===== config.mk =====
export PLATFORM = sky130hd
export DESIGN_NAME = radix16_calc_ctrl
export DESIGN_NICKNAME = d
export VERILOG_FILES = /design/src/rtl/rcalc_pkg.sv /design/src/rtl/rcalc_entry_reg.sv /design/src/rtl/rcalc_alu.sv /design/src/rtl/radix16_calc_ctrl.sv
export SDC_FILE = /design/constraint.sdc
export NUM_CORES = 1
export LEC_CHECK = 0
export BUFFER_PORTS_ARGS = -buffer_cell sky130_fd_sc_hd__buf_2
export CAP_MARGIN = 15
export CORE_MARGIN = 3
export CORE_UTILIZATION = 60
export CTS_CLUSTER_DIAMETER = 150
export CTS_CLUSTER_SIZE = 30
export DETAILED_ROUTE_END_ITERATION = 12
export GPL_TIMING_DRIVEN = 0
export HOLD_SLACK_MARGIN = 0.05
export PLACE_DENSITY = 0.87
export SLEW_MARGIN = 5
export SYNTH_ARGS = -nofsm -noshare
export SYNTH_HDL_FRONTEND = slang
export SYNTH_SLANG_ARGS = --single-unit
export TNS_END_PERCENT = 20

===== constraint.sdc =====
create_clock -name clk_i -period 3.6 [get_ports clk_i]
set_input_delay 0.18 -clock clk_i [delete_from_list [all_inputs] [get_ports clk_i]]
set_output_delay 0.18 -clock clk_i [all_outputs]
set_load 0.03 [all_outputs]

===== src/rtl/rcalc_pkg.sv =====
package rcalc_pkg;
  typedef enum logic [1:0] {
    ST_ACC  = 2'd0,
    ST_OPND = 2'd1,
    ST_RES  = 2'd2
  } calc_state_e;
endpackage


===== src/rtl/rcalc_entry_reg.sv =====
module rcalc_entry_reg #(
  parameter int DIGITS = 4,
  parameter int NIB_W  = 4,
  localparam int DW    = DIGITS * NIB_W
) (
  input  logic             clk_i,
  input  logic             rst_ni,
  input  logic             clr_i,
  input  logic             wr_i,
  input  logic [DW-1:0]    wr_val_i,
  input  logic             seed_i,
  input  logic             shift_i,
  input  logic [NIB_W-1:0] key_i,
  output logic [DW-1:0]    q_o
);
  logic [DW-1:0] shifted;

  // lane 0 takes the key, each higher lane takes its lower neighbour
  for (genvar g = 0; g < DIGITS; g++) begin : g_lane
    if (g == 0) begin : g_low
      assign shifted[NIB_W-1:0] = key_i;
    end else begin : g_up
      assign shifted[g*NIB_W +: NIB_W] = q_o[(g-1)*NIB_W +: NIB_W];
    end
  end

  always_ff @(posedge clk_i or negedge rst_ni) begin
    if (!rst_ni)      q_o <= '0;
    else if (clr_i)   q_o <= '0;
    else if (wr_i)    q_o <= wr_val_i;
    else if (seed_i)  q_o <= {{(DW-NIB_W){1'b0}}, key_i};
    else if (shift_i) q_o <= shifted;
  end
endmodule


===== src/rtl/rcalc_alu.sv =====
module rcalc_alu #(
  parameter int DW = 16
) (
  input  logic [DW-1:0] a_i,
  input  logic [DW-1:0] b_i,
  input  logic          add_i,
  output logic [DW-1:0] y_o
);
  // both results formed, operator flag selects; carry/borrow dropped
  logic [DW-1:0] sum, diff;
  assign sum  = a_i + b_i;
  assign diff = a_i - b_i;
  assign y_o  = add_i ? sum : diff;
endmodule


===== src/rtl/radix16_calc_ctrl.sv =====
module radix16_calc_ctrl
  import rcalc_pkg::*;
#(
  parameter int DIGITS = 4,
  parameter int NIB_W  = 4,
  localparam int DW    = DIGITS * NIB_W
) (
  input  logic             clk_i,
  input  logic             rst_ni,
  input  logic             key_vld_i,
  input  logic [NIB_W-1:0] key_val_i,
  input  logic             add_i,
  input  logic             sub_i,
  input  logic             eq_i,
  input  logic             clr_i,
  output logic [DW-1:0]    disp_o
);
  calc_state_e state_q, state_d;
  logic op_add_q;
  logic acc_clr, acc_wr, acc_seed, acc_shift;
  logic opn_clr, opn_shift;
  logic [DW-1:0] acc_q, opn_q, alu_y;

  always_comb begin
    state_d   = state_q;
    acc_clr   = 1'b0;
    acc_wr    = 1'b0;
    acc_seed  = 1'b0;
    acc_shift = 1'b0;
    opn_clr   = 1'b0;
    opn_shift = 1'b0;
    if (clr_i) begin
      state_d = ST_ACC;
      acc_clr = 1'b1;
      opn_clr = 1'b1;
    end else begin
      unique case (state_q)
        ST_ACC: begin
          if (add_i || sub_i) begin
            state_d = ST_OPND;
            opn_clr = 1'b1;
          end else if (key_vld_i) begin
            acc_shift = 1'b1;
          end
        end
        ST_OPND: begin
          if (eq_i) begin
            state_d = ST_RES;
            acc_wr  = 1'b1;
          end else if (key_vld_i) begin
            opn_shift = 1'b1;
          end
        end
        ST_RES: begin
          if (key_vld_i) begin
            state_d  = ST_ACC;
            acc_seed = 1'b1;
          end
        end
        default: state_d = ST_ACC;
      endcase
    end
  end

  always_ff @(posedge clk_i or negedge rst_ni) begin
    if (!rst_ni) begin
      state_q  <= ST_ACC;
      op_add_q <= 1'b1;
    end else begin
      state_q <= state_d;
      if (!clr_i && state_q == ST_ACC && (add_i || sub_i))
        op_add_q <= add_i;  // add wins a tie
    end
  end

  rcalc_entry_reg #(.DIGITS(DIGITS), .NIB_W(NIB_W)) u_acc (
    .clk_i, .rst_ni,
    .clr_i(acc_clr), .wr_i(acc_wr), .wr_val_i(alu_y),
    .seed_i(acc_seed), .shift_i(acc_shift), .key_i(key_val_i),
    .q_o(acc_q)
  );

  rcalc_entry_reg #(.DIGITS(DIGITS), .NIB_W(NIB_W)) u_opn (
    .clk_i, .rst_ni,
    .clr_i(opn_clr), .wr_i(1'b0), .wr_val_i('0),
    .seed_i(1'b0), .shift_i(opn_shift), .key_i(key_val_i),
    .q_o(opn_q)
  );

  rcalc_alu #(.DW(DW)) u_alu (
    .a_i(acc_q), .b_i(opn_q), .add_i(op_add_q), .y_o(alu_y)
  );

  assign disp_o = (state_q == ST_OPND) ? opn_q : acc_q;


  clear_zero_chk: assert property (@(posedge clk_i) disable iff (!rst_ni)
    clr_i |=> (disp_o == '0 && state_q == ST_ACC));


  acc_digit_chk: assert property (@(posedge clk_i) disable iff (!rst_ni)
    (state_q == ST_ACC && key_vld_i && !add_i && !sub_i && !clr_i)
      |=> disp_o[NIB_W-1:0] == $past(key_val_i));


  add_enter_chk: assert property (@(posedge clk_i) disable iff (!rst_ni)
    (state_q == ST_ACC && add_i && !clr_i)
      |=> (state_q == ST_OPND && disp_o == '0 && op_add_q));


  sub_enter_chk: assert property (@(posedge clk_i) disable iff (!rst_ni)
    (state_q == ST_ACC && sub_i && !add_i && !clr_i)
      |=> (state_q == ST_OPND && disp_o == '0 && !op_add_q));


  eq_result_chk: assert property (@(posedge clk_i) disable iff (!rst_ni)
    (state_q == ST_OPND && eq_i && !clr_i)
      |=> (state_q == ST_RES && disp_o == DW'($past(op_add_q) ?
            $past(acc_q) + $past(opn_q) : $past(acc_q) - $past(opn_q))));


  op_ignored_chk: assert property (@(posedge clk_i) disable iff (!rst_ni)
    (state_q != ST_ACC && (add_i || sub_i) && !eq_i && !key_vld_i && !clr_i)
      |=> $stable(disp_o));


  eq_ignored_chk: assert property (@(posedge clk_i) disable iff (!rst_ni)
    (state_q != ST_OPND && eq_i && !add_i && !sub_i && !key_vld_i && !clr_i)
      |=> $stable(disp_o));


  fresh_entry_chk: assert property (@(posedge clk_i) disable iff (!rst_ni)
    (state_q == ST_RES && key_vld_i && !clr_i)
      |=> (state_q == ST_ACC && disp_o == {{(DW-NIB_W){1'b0}}, $past(key_val_i)}));
endmodule


==> qor.csv <==
stage,metric,value,unit
status,outcome,completed,
clocking,Clock Latency Late Sink,0.30,ns
timing,max frequency,297.5,MHz
pwr,Worst VDD drop,0.2486,mV
finish,fin util,0.7058,
floorplan,total core area,4414,um^2
clocking,clock buffer depth,2,
floorplan,Std-Cell Rows,24,
placement,Detailed Place HPWL,5.354,mm
setup_path,path depth of the worst reg2reg path,11,
floorplan,Die Wd,73.89,um
clocking,clk slew on worst S/H paths,0.07,ns
finish,antenna cells,0,
global_route,largest net degree at the start of global routing,36,
min_path,Hold Path Class,input pin to register,
timing,RSZ-0062 raised after global routing,false,
drt,DR top layer,met4,
pwr,Psw,340.5,uW
drt,met3 WL,398,um
clocking,CTS root buf,clkbuf_8,
pwr,clock share of power,0.384,
clocking,H-tree Lvls,2,
clocking,CTS sink count,35,
pwr,Internal Pwr Total,780.5,uW
synth,Synth area leaders,"dfrtp_1, ha_1, a21oi_1",
floorplan,Die Height,73.89,um
synth,"Seq/Total Area, Yosys",0.3172,
global_route,first-pass GRT wire length,11.65,mm
floorplan,Initial Util,0.6264,
global_route,Tot GR Track Use,0.2832,
drt,detailed router's first-iteration violation count,202,
global_route,vias in the first global route,2410,
drt,drt pass-1 iters,5,
setup_path,CP startpoint kind,register,
synth,Synth cell types,53,
setup_path,"critical path fanouts, max",10,
finish,fin nets,381,
drt,final WL,7.306,mm
synth,"FFs w/ async S/R, synth",1.000,
floorplan,die footprint,5459,um^2
pwr,combinational group share of total power,0.232,
drt,post-route met1 wirelength,3.193,mm
drt,DR WL/cell,18.13,um
timing,final hold vios,0,
global_route,antenna violations before repair,0,
setup_path,Crit Path Category,register to register,
setup_path,Worst EP required,3.83,ns
synth,share of the synthesized area in the top cell type,0.3077,
synth,YS warnings,0,
synth,Avg Inst Size Synth,8.750,um^2
job,max-cap violations,0,
pwr,Total Power,1.121,mW
clocking,Post CTS Setup Buffer Count,0,
drt,post-route ant nets,0,
floorplan,IO Count,27,
drt,# DRC,0,
timing,max-slew violation count,0,
timing,slew margin rel.,0.4436,
pwr,cell area power density,359.8,nW/um^2
timing,min cycle time layout,3.362,ns
min_path,Min-Delay Path Depth,2,
synth,Synth Flop Type,dfrtp_1,
pwr,sw frac,0.3038,
drt,Vias/cell,6.452,
clocking,CTS tree,yes,
setup_path,CP endpoint kind,register,
placement,routability cong.,0.9266,
setup_path,CP Data Arrival Time,3.59,ns
pwr,Leak,1.507,nW
placement,port bufs,26,
finish,Finished Layout Cells,403,
synth,Post-Syn Area,2765,um^2
timing,clock skew,0.008198,ns
synth,Post-synth EDFFs,0,
synth,syn nets,347,
timing,final worst-path cycle share,0.9338,
timing,endpoints failing setup,0,
finish,area delta synth->final,12.67,%
timing,setup tns final,0,ns
placement,Placed Cells incl. Taps,394,
synth,Syn Inst Count,316,
synth,synthesized flop and latch total,35,
pwr,sequential share of power,0.384,
timing,Worst-Margin Slew,0.8345,ns
drt,Via Count,2600,
finish,layout cells sized above 1,0.1823,
drt,met2 routed WL,3.556,mm
clocking,CTS buffer count,5,
global_route,grt ovf,0,
synth,"area leader, netlist",dfrtp_1,
==> synth_stat cells (2+ instances only) <==
cell type	count
and3_1	3
o21a_1	3
ha_1	19
nor3_1	10
a21o_1	2
a22oi_1	3
a221oi_1	3
o21ai_0	17
a21oi_1	32
nand2_1	26
a31oi_1	2
a211oi_1	3
inv_1	6
xnor2_1	9
o21bai_1	2
nand3_1	9
xor2_1	16
clkbuf_1	12
mux2_2	13
nor2b_1	2
a22o_1	18
nand4_1	2
dfrtp_1	34
nor2_1	30
o31ai_1	6
or4_1	2
nor3_2	3
buf_2	3
or3b_2	2
==> power by group through the flow <==
stage / clock network (mW) / registers [mW] / logic (mW)
3_3_place_gp: 0 / 0.437 / 0.246
5_1_grt: 0.451 / 0.433 / 0.285
4_1_cts: 0.433 / 0.430 / 0.255
6_report: 0.430 / 0.430 / 0.260
3_5_place_dp: 0 / 0.438 / 0.252
2_1_floorplan: 0 / 0.431 / 0.185
==> cells by family (layout without fill, tap and decap cells) <==
logic type | after synthesis | after routing | share of synthesized area
AND/OR/NAND/NOR | 99 | 99 | 0.1774
adder cells (fa/ha/maj) | 20 | 20 | 0.09321
XOR/XNOR | 25 | 25 | 0.07919
AO/OA/AOI/OAI | 101 | 101 | 0.2461
buffers and inverters | 23 | 58 | 0.03393
multiplexers | 13 | 13 | 0.05294
flip-flops | 35 | 35 | 0.3172
==> flip-flops by register name, indices dropped and copies added (netlist names) <==
signal     cells
state_q        2
u_opn.q_o     16
op_add_q       1
u_acc.q_o     16
==> cell type report <==
| class | count | area [um^2] |
|---|---|---|
| well taps | 52 | 65.06 |
| plain buffers | 17 | 72.57 |
| flip-flops and latches | 35 | 877.1 |
| repair buffers | 27 | 140.1 |
| inverters | 6 | 22.52 |
| clock buffers | 6 | 72.57 |
| fillers | 348 | 1299 |
| multi-input cells | 258 | 1805 |
| clock inverters | 2 | 60.06 |
==> final timing paths <==
check                                   start            end  slack (ns)
min in group asynchronous              rst_ni  u_acc.q_o[14]        0.52
worst max register to register       op_add_q   u_acc.q_o[9]        0.24
worst min-delay path             key_val_i[2]   u_opn.q_o[2]        0.14
worst max-delay path                 op_add_q   u_acc.q_o[9]        0.24
max in group asynchronous              rst_ni   u_acc.q_o[0]        2.55
worst min register to register  u_opn.q_o[14]  u_opn.q_o[14]        0.52
==> critical path: stages (launching register included) <==
cell	delay (ns)
dfstp_2	0.51
clkbuf_1	0.34
clkbuf_2	0.34
nor2_1	0.10
xor2_1	0.17
ha_1	0.36
o211ai_1	0.14
nor3_1	0.34
nor2_1	0.14
o21a_1	0.26
or4_1	0.51
nand3_1	0.08
==> per-layer routing <==
| layer | track usage | vias to the layer above |
|---|---|---|
| met3 | 0.05062 | 17 |
| met4 | 0.09859 | 0 |
| met5 | 0 | - |
| met1 | 0.3723 | 1245 |
| li1 | - | 1234 |
| met2 | 0.4656 | 104 |
==> cell usage in the layout, fill, tap and decap left out, types with 2 or more instances in the layout <==
cell,instances
a21oi_1,31
o21ai_0,17
bufinv_16,2
o31ai_1,5
nor2_1,30
or3b_2,2
nand4_1,2
nor3_1,10
and3_1,3
nor3_2,3
mux2_2,13
a211oi_1,3
a31oi_1,2
a22o_1,18
inv_1,6
ha_1,19
nand3_1,9
buf_2,29
a21o_1,2
nand2_1,26
dfrtp_1,34
a221oi_1,3
or4_1,2
clkbuf_8,5
o21a_1,3
o21bai_1,2
xor2_1,16
xnor2_1,9
clkbuf_1,12
a22oi_1,3
==> through the flow <==
step | hold slack [ns] | setup slack [ns] | instance area, um^2
after floorplan | -0.1156 | 0.6513 | 2765
after global placement | 0.3107 | 0.3122 | 2960
after detailed placement | 0.3178 | 0.2153 | 2960
after CTS | 0.1388 | 0.1317 | 3103
after global routing | 0.1380 | 0.003032 | 3115
final | 0.1360 | 0.2384 | 3115
==> repair_timing <==
action,CTS,global route
hold buffers,1,0
hold endpoints to repair,34,0
endpoints found under the setup margin,0,5
resized for setup,0,5
(Power assumes the default switching activity.)
